===== config.mk =====
export PLATFORM = sky130hd
export DESIGN_NAME = pin_edge_filter
export DESIGN_NICKNAME = d
export VERILOG_FILES = /design/src/rtl/pin_edge_pkg.sv /design/src/rtl/edge_cfg_bank.sv /design/src/rtl/edge_eval_core.sv /design/src/rtl/pin_edge_filter.sv
export SDC_FILE = /design/constraint.sdc
export NUM_CORES = 1
export LEC_CHECK = 0
export ABC_AREA = 1
export BUFFER_PORTS_ARGS = -buffer_cell sky130_fd_sc_hd__buf_2
export CORE_MARGIN = 8
export CORE_UTILIZATION = 60
export DETAILED_ROUTE_END_ITERATION = 12
export PLACE_DENSITY = 0.8
export RECOVER_POWER = 50
export SLEW_MARGIN = 10
export SYNTH_ARGS = -nofsm -noshare
export SYNTH_HDL_FRONTEND = slang
export SYNTH_SLANG_ARGS = --single-unit

===== constraint.sdc =====
create_clock -name clk -period 2.05 [get_ports clk]
set_input_delay 0 -clock clk [delete_from_list [all_inputs] [get_ports clk]]
set_output_delay 0 -clock clk [all_outputs]
set_load 0.05 [all_outputs]

===== src/rtl/pin_edge_pkg.sv =====
package pin_edge_pkg;

    localparam int GROUP_W = 32;

    typedef enum logic [2:0] {
        OP_DISABLE   = 3'b000,
        OP_ENABLE    = 3'b001,
        OP_LEVEL_HI  = 3'b010,
        OP_LEVEL_LO  = 3'b011,
        OP_EDGE_RISE = 3'b100,
        OP_EDGE_FALL = 3'b101,
        OP_EDGE_BOTH = 3'b110,
        OP_RESERVED  = 3'b111
    } cfg_op_e;

    typedef struct packed {
        logic valid;
        logic rise;
        logic fall;
    } edge_sel_t;

    function automatic edge_sel_t decode_edge(input logic [2:0] op);
        edge_sel_t s;
        s = '0;
        case (op)
            OP_EDGE_RISE: s = '{valid: 1'b1, rise: 1'b1, fall: 1'b0};
            OP_EDGE_FALL: s = '{valid: 1'b1, rise: 1'b0, fall: 1'b1};
            OP_EDGE_BOTH: s = '{valid: 1'b1, rise: 1'b1, fall: 1'b1};
            default:      s = '0;
        endcase
        return s;
    endfunction

    function automatic logic op_refused(input logic [2:0] op);
        return !(op == OP_DISABLE || op == OP_ENABLE || decode_edge(op).valid);
    endfunction

endpackage


===== src/rtl/edge_cfg_bank.sv =====
module edge_cfg_bank
    import pin_edge_pkg::*;
#(
    parameter int NUM_PINS = 64,
    localparam int PIN_IDX_W = (NUM_PINS > 1) ? $clog2(NUM_PINS) : 1,
    localparam int NUM_GROUPS = (NUM_PINS + GROUP_W - 1) / GROUP_W,
    localparam int PAD_W = NUM_GROUPS * GROUP_W
) (
    input  logic                  clk,
    input  logic                  rst,
    input  logic                  cfg_we_i,
    input  logic [PIN_IDX_W-1:0]  cfg_pin_i,
    input  logic [2:0]            cfg_op_i,
    output logic [NUM_PINS-1:0]   en_o,
    output logic [NUM_PINS-1:0]   rise_o,
    output logic [NUM_PINS-1:0]   fall_o,
    output logic [NUM_GROUPS-1:0] grp_en_o,
    output logic [NUM_GROUPS-1:0] refresh_grp_o,
    output logic                  reject_o
);

    logic [NUM_PINS-1:0] en_q, rise_q, fall_q;
    logic                reject_q;
    logic                pin_ok;
    logic                wr_bad;
    edge_sel_t           sel;
    logic [PAD_W-1:0]    en_pad;

    assign pin_ok = ({1'b0, cfg_pin_i} < (PIN_IDX_W+1)'(NUM_PINS));
    assign sel    = decode_edge(cfg_op_i);
    assign wr_bad = cfg_we_i && op_refused(cfg_op_i);

    always_ff @(posedge clk) begin
        if (rst) begin
            en_q     <= '0;
            rise_q   <= '0;
            fall_q   <= '0;
            reject_q <= 1'b0;
        end else begin
            reject_q <= wr_bad;
            if (cfg_we_i && pin_ok) begin
                if (cfg_op_i == OP_DISABLE) begin
                    en_q[cfg_pin_i] <= 1'b0;
                end else if (cfg_op_i == OP_ENABLE) begin
                    en_q[cfg_pin_i] <= 1'b1;
                end else if (sel.valid) begin
                    rise_q[cfg_pin_i] <= sel.rise;
                    fall_q[cfg_pin_i] <= sel.fall;
                end
            end
        end
    end

    // A disabled pin being enabled asks its group for a snapshot reload.
    always_comb begin
        for (int g = 0; g < NUM_GROUPS; g++) begin
            refresh_grp_o[g] = cfg_we_i && pin_ok && (cfg_op_i == OP_ENABLE)
                               && !en_q[cfg_pin_i]
                               && ((int'(cfg_pin_i) / GROUP_W) == g);
        end
    end

    assign en_pad = PAD_W'(en_q);

    generate
        for (genvar g = 0; g < NUM_GROUPS; g++) begin : g_grp_en
            assign grp_en_o[g] = |en_pad[g*GROUP_W +: GROUP_W];
        end
    endgenerate

    assign en_o     = en_q;
    assign rise_o   = rise_q;
    assign fall_o   = fall_q;
    assign reject_o = reject_q;


    reject_cause_chk: assert property (@(posedge clk) disable iff (rst)
        reject_o |-> $past(cfg_we_i && op_refused(cfg_op_i)));


    refused_keeps_cfg_chk: assert property (@(posedge clk) disable iff (rst)
        wr_bad |=> ($stable(rise_q) && $stable(fall_q) && $stable(en_q)));


    disable_clears_pin_chk: assert property (@(posedge clk) disable iff (rst)
        (cfg_we_i && pin_ok && cfg_op_i == OP_DISABLE)
        |=> (!en_q[$past(cfg_pin_i)] && $countones(en_q) >= $countones($past(en_q)) - 1));

endmodule


===== src/rtl/edge_eval_core.sv =====
module edge_eval_core
    import pin_edge_pkg::*;
#(
    parameter int NUM_PINS = 64,
    localparam int NUM_GROUPS = (NUM_PINS + GROUP_W - 1) / GROUP_W,
    localparam int PAD_W = NUM_GROUPS * GROUP_W
) (
    input  logic                  clk,
    input  logic                  rst,
    input  logic [NUM_PINS-1:0]   pins_i,
    input  logic                  eval_i,
    input  logic                  ack_i,
    input  logic [NUM_PINS-1:0]   en_i,
    input  logic [NUM_PINS-1:0]   rise_i,
    input  logic [NUM_PINS-1:0]   fall_i,
    input  logic [NUM_GROUPS-1:0] grp_en_i,
    input  logic [NUM_GROUPS-1:0] refresh_grp_i,
    output logic [NUM_PINS-1:0]   evt_o,
    output logic [NUM_GROUPS-1:0] grp_stat_o
);

    logic [NUM_PINS-1:0]   snap_q, evt_q;
    logic [NUM_GROUPS-1:0] stat_q;
    logic [NUM_PINS-1:0]   rise_hit, fall_hit, new_evt, reload_mask;
    logic [PAD_W-1:0]      reload_pad, diff_pad;
    logic [NUM_GROUPS-1:0] grp_changed;

    assign rise_hit = ~snap_q & pins_i & en_i & rise_i;
    assign fall_hit = snap_q & ~pins_i & en_i & fall_i;
    assign new_evt  = eval_i ? (rise_hit | fall_hit) : '0;
    assign diff_pad = PAD_W'(pins_i ^ snap_q);

    generate
        for (genvar g = 0; g < NUM_GROUPS; g++) begin : g_group
            assign reload_pad[g*GROUP_W +: GROUP_W] = {GROUP_W{refresh_grp_i[g]}};
            assign grp_changed[g] = |diff_pad[g*GROUP_W +: GROUP_W];
        end
    endgenerate

    assign reload_mask = reload_pad[NUM_PINS-1:0];

    always_ff @(posedge clk) begin
        if (rst) begin
            snap_q <= '0;
            evt_q  <= '0;
            stat_q <= '0;
        end else begin
            if (eval_i) begin
                snap_q <= pins_i;
            end else begin
                snap_q <= (snap_q & ~reload_mask) | (pins_i & reload_mask);
            end
            evt_q <= (ack_i ? '0 : evt_q) | new_evt;
            for (int g = 0; g < NUM_GROUPS; g++) begin
                if (refresh_grp_i[g]) begin
                    stat_q[g] <= 1'b0;
                end else begin
                    stat_q[g] <= (stat_q[g] && !ack_i)
                                 || (eval_i && grp_en_i[g] && grp_changed[g]);
                end
            end
        end
    end

    assign evt_o      = evt_q;
    assign grp_stat_o = stat_q;


    snapshot_follows_chk: assert property (@(posedge clk) disable iff (rst)
        eval_i |=> (snap_q == $past(pins_i)));


    evt_held_chk: assert property (@(posedge clk) disable iff (rst)
        !ack_i |=> (($past(evt_q) & ~evt_q) == '0));


    evt_needs_enable_chk: assert property (@(posedge clk) disable iff (rst)
        eval_i |=> ((evt_q & ~$past(evt_q) & ~$past(en_i)) == '0));


    evt_only_on_eval_chk: assert property (@(posedge clk) disable iff (rst)
        !eval_i |=> ((evt_q & ~$past(evt_q)) == '0));


    reload_clears_stat_chk: assert property (@(posedge clk) disable iff (rst)
        (refresh_grp_i != '0) |=> ((grp_stat_o & $past(refresh_grp_i)) == '0));

endmodule


===== src/rtl/pin_edge_filter.sv =====
module pin_edge_filter
    import pin_edge_pkg::*;
#(
    parameter int NUM_PINS = 64,
    localparam int PIN_IDX_W = (NUM_PINS > 1) ? $clog2(NUM_PINS) : 1,
    localparam int NUM_GROUPS = (NUM_PINS + GROUP_W - 1) / GROUP_W
) (
    input  logic                  clk,
    input  logic                  rst,
    input  logic [NUM_PINS-1:0]   pins_i,
    input  logic                  eval_i,
    input  logic                  ack_i,
    input  logic                  cfg_we_i,
    input  logic [PIN_IDX_W-1:0]  cfg_pin_i,
    input  logic [2:0]            cfg_op_i,
    output logic [NUM_PINS-1:0]   evt_o,
    output logic [NUM_GROUPS-1:0] grp_en_o,
    output logic [NUM_GROUPS-1:0] grp_stat_o,
    output logic                  cfg_reject_o
);

    logic [NUM_PINS-1:0]   en_w, rise_w, fall_w;
    logic [NUM_GROUPS-1:0] refresh_w;

    edge_cfg_bank #(.NUM_PINS(NUM_PINS)) i_cfg (
        .clk           (clk),
        .rst           (rst),
        .cfg_we_i      (cfg_we_i),
        .cfg_pin_i     (cfg_pin_i),
        .cfg_op_i      (cfg_op_i),
        .en_o          (en_w),
        .rise_o        (rise_w),
        .fall_o        (fall_w),
        .grp_en_o      (grp_en_o),
        .refresh_grp_o (refresh_w),
        .reject_o      (cfg_reject_o)
    );

    edge_eval_core #(.NUM_PINS(NUM_PINS)) i_eval (
        .clk           (clk),
        .rst           (rst),
        .pins_i        (pins_i),
        .eval_i        (eval_i),
        .ack_i         (ack_i),
        .en_i          (en_w),
        .rise_i        (rise_w),
        .fall_i        (fall_w),
        .grp_en_i      (grp_en_o),
        .refresh_grp_i (refresh_w),
        .evt_o         (evt_o),
        .grp_stat_o    (grp_stat_o)
    );


    stat_needs_group_chk: assert property (@(posedge clk) disable iff (rst)
        (eval_i && !ack_i) |=> ((grp_stat_o & ~$past(grp_stat_o) & ~$past(grp_en_o)) == '0));

endmodule


# Yosys cells after proc, flatten, opt, wreduce, memory -nomap -nowiden
# Cells that the tools add are included.
[classes]
magnitude_cmp = 2
n_eq_ne = 4
div = 0
addsub = 0
bitwise_logic = 20
reduce_logical = 30
muxes = 12
n_shift = 0
mul = 0
[ops]
columns = ["op", "count"]
rows = [
  ["AND 64 bit", 9],
  ["two-way mux 64 bit", 5],
  ["NOT 64 bit", 4],
  ["bitwise OR 64 bit", 4],
  ["bitwise mux 64 bit", 2],
  ["OR reduction 32 bit", 4],
  ["bitwise XOR 64 bit", 1],
  ["zero test 32 bit", 1],
  ["logical AND 1 bit", 12],
  ["equality test 3 bit (second input constant)", 3],
  ["one-hot mux 3 bit (3 select lines)", 1],
  ["< comparator 6 x 7 -> 1 bit (second input constant)", 1],
  ["binary-select mux 1 bit (select 6 bit)", 1],
  ["demux 1 bit (select 6 bit)", 1],
  ["greater-or-equal comparator 6 x 1 -> 1 bit (second input constant)", 1],
  ["logical OR 1 bit", 4],
  ["AND reduction 4 bit", 1],
  ["OR reduction 2 bit", 2],
  ["equality test 3 x 1 -> 1 bit (second input constant)", 1],
  ["zero test 1 bit", 3],
  ["zero test 3 bit", 1],
  ["two-way mux 1 bit", 2],
  ["NOT 1 bit", 2],
  ["AND reduction 2 bit", 1],
  ["nonzero test 2 bit", 1],
]
[totals]
regBits = 323
in_bits = 78
output_inout_bits = 69
mem_bits_ro = 0
memories = 0
latch_bits = 0
word_cells = 76
ram_bits = 0

# Depth between registers and ports, before layout
# Gate-level depths: netlist of run 1.
[logic_depth]
word_depth = 9
ltp_mapped = 17
mapped_depth_nobuf = 15

# Hierarchy
# From an unflattened synthesis of run 1, not the netlist that was laid out.
[hier_totals]
cells_unflattened = 1961
area_unflattened_um2 = 15668.8
[modules_own_cells]
columns = ["mod", "area_each_um2", "seq_area_each_um2", "instances", "cells_each"]
rows = [
  ["edge_cfg_bank", 8303.0, 3863.7, 1, 1073],
  ["edge_eval_core", 7365.8, 2602.5, 1, 888],
]

# Least setup slack after synthesis of run 1
# Ideal clock, no wire load.
[synth_timing]
path_type = "flip-flop to flip-flop"
from = "register (tool-made name)"
to = "register (tool-made name)"
t_required_ps = 1935
path_stages_with_launch = 12
setup_ps = 115
slack_ps = 445
period_less_slack_ps = 1605
path_buffers = 2
arrival_time_ps = 1490
path_cell_list = "dfxtp_1 -> or2_1 -> nand3_1 -> nand2_1 -> o21ai_1 -> nand2_1 -> nor2_1 -> nand3_1 -> buf_4 -> buf_4 -> a21oi_1 -> nor2_1"

# Final worst setup path of run 1
[layout_timing]
from = "input cfg_we_i"
to = "register i_cfg.rise_q[63] (netlist: i_cfg.rise_o[63])"
[layout_between]
elab_chain_cells = 1
[layout_lines]
columns = ["element", "line_no", "rtl"]
rows = [
  ["start: declaration", "pin_edge_filter.sv:13", "input logic cfg_we_i,"],
  ["AND reduction 4 bit (no line)", "-", ""],
  ["end signal: indexed assignment", "edge_cfg_bank.sv:47", "rise_q[cfg_pin_i] <= sel.rise;"],
  ["end: declaration", "edge_cfg_bank.sv:22", "logic [NUM_PINS-1:0] en_q, rise_q, fall_q;"],
]
# Every way passes these cells.
# A chain may end at the register's enable or synchronous reset.

==> results of run 1 <==
[cell usage after synthesis]
master / count
or2_1: 6
ha_1: 128
nor2_1: 180
buf_1: 17
nand3_1: 192
a21oi_1: 291
clkbuf_1: 104
a22o_1: 64
buf_6: 7
nand4_1: 18
nand2_1: 317
dfxtp_1: 323
nor3_1: 74
a311oi_1: 30
buf_2: 8
clkinv_1: 1
nor2_2: 3
and3_1: 1
o211ai_1: 4
o21ai_1: 10
o21ai_0: 91
nor4_1: 19
inv_2: 6
inv_1: 189
buf_4: 8
a211oi_1: 29
[report_power, final]
part	switching, mW	internal, mW
sequential	0.0613	6.38
combinational	0.953	0.490
clock	2.56	4.01
total	3.58	10.9
[worst max-delay path, delay by kind of cell]
kind                   cells  cell delay [ns]
buffers and inverters      6             1.90
and+or+nand+nor            2             0.27
AOI/OAI and AO/OA          2             0.22
[metal layers]
layer | part of all wire (%) | up-vias | track usage (%) | routed length, um
met5 | 0.048 | - | 0 | 23
met4 | 3.1 | 4 | 11.7 | 1500
met3 | 9.7 | 125 | 5.31 | 4670
met2 | 46 | 799 | 48.1 | 22200
met1 | 41 | 7415 | 38.2 | 19900
li1 | - | 7523 | - | -
[repair_timing]
item | CTS | global route
resized for setup | 1 | 3
hold buffers | 68 | 0
gates cloned | 0 | 0
endpoints found under the setup margin | 1 | 14
buffers inserted | 0 | 0
hold endpoints to repair | 85 | 0
[cell families (layout without fill, tap and decap cells)]
group | after synthesis | in the layout | share of synthesized area (%)
other | 0 | 3 | 0
buffers and inverters | 340 | 526 | 8.58
AOI/OAI and AO/OA | 519 | 519 | 19.0
adders and majority gates | 128 | 128 | 10.0
DFF | 323 | 323 | 40.5
and+or+nand+nor | 810 | 810 | 21.9
[path summary, 6_finish.rpt]
| check | start | end | slack [ns] | depth (start not counted) |
|---|---|---|---|---|
| min | rst | flop | 0.02 | 5 |
| min reg2reg | i_eval.evt_o[10] | i_eval.evt_o[10] | 0.46 | 2 |
| max | cfg_we_i | i_cfg.rise_o[63] | 0.02 | 10 |
| max reg2reg | flop | flop | 0.17 | 10 |
[through the flow]
step,hold WS [ns],worst slack [ns],power [mW]
floorplan,0.132,0.445,7.38
global placement,0.253,0.197,7.83
detailed placement,0.266,0.135,7.88
CTS,0.00609,0.0649,14.5
global route,0.0467,0.0135,14.9
finish,0.0170,0.0154,14.5
[cell type report]
cell class	instances	share of cell area (%)
diodes	3	0.0398
clock buffers	46	5.41
clock inverters	17	1.01
inverters	196	3.93
multi-input cells	1457	43.3
flip-flops and latches	323	34.3
well taps	335	2.22
repair buffers	267	9.75
==> impl_metrics.py, run 1 <==
metrics = {
    "sta": {
        "skew_ns": 0.0281,
        "fin_tns_setup_ns": 0,
        "final_max_slew_viol_count": 0,
        "tightest_slew_ns": 0.973,
        "min_period_ns": 2.03,
        "slew_headroom_pct": 35.1,
        "fin_crit_sh_pct": 99.3,
        "hold_violations": 0,
        "rsz0062_at_grt": "no",
        "finalSetupViolCount": 0,
        "fmax_mhz": 491,
    },
    "cells_and_area": {
        "fillers": 2028,
        "final_common_cell": "dfxtp_1",
        "nets": 2486,
        "syn_to_final_growth_pct": 18.1,
        "instances_no_fill": 2644,
        "layout_common_cells": "dfxtp_1 (323), nand2_1 (317), a21oi_1 (291)",
        "drive_gt1_share_pct": 9.02,
        "finalInstanceArea_um2": 18800,
        "finish.utilization_pct": 72.3,
        "seqCellArea_um2": 6470,
        "multiInputGateArea_um2": 8160,
    },
    "synthesis": {
        "synth_top_cell_by_area": "dfxtp_1",
        "syn_nets": 2326,
        "syn_area_um2": 16000,
        "syn_inst": 2120,
        "synth_area_leaders": "dfxtp_1 (41%), ha_1 (10%), a21oi_1 (9.1%)",
        "seq_area_frac_synth_pct": 40.5,
        "ys_ff_latch": 323,
        "synth.avg_cell_area_um2": 7.53,
        "synth_top_cell_area_share_pct": 40.5,
        "yosysWarnings": 0,
        "ys_types": 26,
    },
    "clock_network": {
        "clock-sinks": 323,
        "ctsHtreeMaxLevel": 2,
        "cts_tree": "built",
        "clock_latency_ns": 0.52,
        "cts.reportedPaths.clkPinSlew_ns": 0.06,
        "cts_max_path_buffers": 3,
        "cts_made_buffers": 35,
        "clock_tree.root_cell": "clkbuf_16",
    },
    "route": {
        "drtIter0Drc": 1613,
        "viasPerCell": 6.00,
        "wl_per_cell_um": 18.2,
        "wl_mm": 48.2,
        "dr.pass1.iters": 5,
        "ant_nets": 0,
        "drc": 0,
        "via_count": 15866,
    },
    "floorplan": {
        "die-area_um2": 32100,
        "dieHeight_um": 179,
        "rows": 59,
        "core_um2": 26100,
        "io_pins": 147,
        "chipWidth_um": 179,
        "initial_core_util_pct": 61.2,
    },
    "grt": {
        "grt_max_degree": 163,
        "antenna_found_initial": 5,
        "grt_usage_pct": 29.5,
        "grt_pass1_wl_mm": 77.3,
        "grt_overflow": 0,
        "first_global_vias": 15333,
    },
    "critical_path": {
        "end_kind": "flop",
        "startpoint_type": "input port",
        "cp.required_ns": 2.43,
        "cp_slowest_cell": "clkbuf_1",
        "critPathArrivalTime_ns": 2.42,
        "crit_fanout": 22,
        "critPathMaxStageDelay_ns": 0.74,
        "cp_cell_sequence": "dlygate4sd3_1 -> clkbuf_1 -> nand2_1 -> clkbuf_1 -> inv_2 -> buf_4 -> nand2_1 -> inv_1 -> o21ai_0 -> a21oi_1",
        "critPathKind": "in2reg",
    },
    "place": {
        "dp_cells": 2510,
        "gp_congestion": 0.947,
        "hpwlAfterDp_mm": 31.6,
        "io_buffers": 146,
        "postPlaceCellArea_um2": 17000,
    },
    "pwr": {
        "peakVddDrop_mv": 0.715,
        "p_per_area_nw_per_um2": 767,
        "power.leakage_nw": 7.88,
    },
    "outcome": {
        "status": "completed",
    },
    "worst_hold_path": {
        "hold_class": "in2reg",
    },
    "flow_run": {
        "cap_violations": 0,
    },
}
Power figures use the tool's default switching activity.
==> run 2, diff against run 1 <==
--- a/config.mk
+++ b/config.mk
@@ -12,6 +12,7 @@
 export DETAILED_ROUTE_END_ITERATION = 12
 export PLACE_DENSITY = 0.8
 export RECOVER_POWER = 50
+export REMOVE_ABC_BUFFERS = 1
 export SLEW_MARGIN = 10
 export SYNTH_ARGS = -nofsm -noshare
 export SYNTH_HDL_FRONTEND = slang
==> impl_metrics.py, run 2 (synthesized netlist as in run 1, its figures left out) <==
metrics = {
    "grt": {
        "first_global_vias": 15582,
        "grt_pass1_wl_mm": 76.6,
        "grt_usage_pct": 29.1,
        "antenna_found_initial": 3,
        "grt_max_degree": 163,
        "grt_overflow": 0,
    },
    "sta": {
        "hold_slack_ns": 0.0292,
        "final_max_slew_viol_count": 16,
        "min_period_ns": 1.95,
        "rsz0062_at_grt": "no",
        "tightest_slew_ns": 1.51,
        "slew_headroom_pct": -0.451,
        "skew_ns": 0.0145,
        "hold_violations": 0,
        "finalSetupViolCount": 0,
        "fin_tns_setup_ns": 0,
        "fmax_mhz": 513,
        "fin_ws_ns": 0.100,
        "fin_crit_sh_pct": 95.1,
    },
    "cells_and_area": {
        "drive_gt1_share_pct": 8.44,
        "finish.utilization_pct": 71.9,
        "layout_common_cells": "dfxtp_1 (323), nand2_1 (317), a21oi_1 (291)",
        "instances_no_fill": 2634,
        "final_common_cell": "dfxtp_1",
        "finalInstanceArea_um2": 18700,
        "antenna_cells": 0,
        "fillers": 2093,
        "nets": 2480,
        "syn_to_final_growth_pct": 17.4,
    },
    "critical_path": {
        "end_kind": "output port",
        "cp.required_ns": 2.05,
        "crit_fanout": 3,
        "startpoint_type": "flop",
        "critPathKind": "reg2out",
        "critPathArrivalTime_ns": 1.95,
    },
    "route": {
        "wl_mm": 47.2,
        "drtIter0Drc": 1547,
        "via_count": 15752,
        "ant_nets": 0,
        "dr.pass1.iters": 8,
        "drc": 0,
        "viasPerCell": 5.98,
        "wl_per_cell_um": 17.9,
    },
    "clock_network": {
        "cts_made_buffers": 35,
        "cts_setup_buffers": 0,
        "cts_max_path_buffers": 3,
        "ctsHtreeMaxLevel": 2,
        "clock_tree.root_cell": "clkbuf_16",
        "clock_latency_ns": 0.51,
        "clock-sinks": 323,
        "cts_tree": "built",
        "cts.reportedPaths.clkPinSlew_ns": 0.06,
    },
    "worst_hold_path": {
        "hold_class": "in2reg",
    },
    "place": {
        "io_buffers": 146,
        "dp_slack_ns": 0.131,
        "postPlaceCellArea_um2": 17000,
        "hpwlAfterDp_mm": 30.7,
        "dp_cells": 2504,
        "gp_congestion": 0.942,
    },
    "floorplan": {
        "chipWidth_um": 179,
        "dieHeight_um": 179,
        "die-area_um2": 32100,
        "core_um2": 26100,
        "initial_core_util_pct": 61.2,
        "io_pins": 147,
        "rows": 59,
    },
    "pwr": {
        "p_total_mw": 14.2,
        "power.leakage_nw": 7.83,
        "p_per_area_nw_per_um2": 759,
        "peakVddDrop_mv": 0.638,
    },
    "outcome": {
        "status": "finished, violations left",
        "violations": "slew limit",
    },
    "flow_run": {
        "cap_violations": 0,
    },
}
[run 2: path summary, 6_finish.rpt]
check	to	start	slack, ns	cells after the start
worst min-delay path	flop	eval_i	0.03	4
worst max-delay path	grp_en_o[1]	flop	0.10	6
worst max register to register	i_eval.grp_stat_o[0]	flop	0.18	9
worst min register to register	i_eval.evt_o[24]	i_eval.evt_o[24]	0.46	2
[run 2: critical path, cell delays in order (launching register included)]
cell and delay (ns):
dfxtp_1 0.32, buf_4 0.16, nor4_1 0.27, nand2_1 0.11
nor3_1 0.19, nand2_1 0.15, buf_2 0.24
[run 2: metal layers]
| metal | global-route usage [%] | wire length [um] | up-vias |
|---|---|---|---|
| met5 | 0 | 41 | - |
| met4 | 11.8 | 1420 | 6 |
| li1 | - | - | 7524 |
| met2 | 49.8 | 22300 | 709 |
| met1 | 36.0 | 19700 | 7370 |
| met3 | 4.84 | 3730 | 143 |
[run 2: what timing repair did]
action,in CTS,in global routing
hold endpoints to repair,90,0
setup endpoints to repair,0,2
gates resized for setup,0,3
hold buffers,68,0
[run 2: where the power goes]
part           internal [mW]  leakage [nW]  total (mW)  switching (mW)
registers               6.38          2.62        6.45          0.0621
clock network           3.86         0.576        6.37            2.51
logic                  0.476          4.63        1.40           0.927
total                   10.7          7.83        14.2            3.50
[run 2: final cells by class]
type,instances,area [um^2],share of cell area [%]
clock buffers,59,1130,6.03
clock inverters,3,40.0,0.214
inverters,196,741,3.95
multi-input cells,1457,8160,43.6
flip-flops and latches,323,6470,34.5
well taps,335,419,2.24
repair buffers,261,1780,9.49
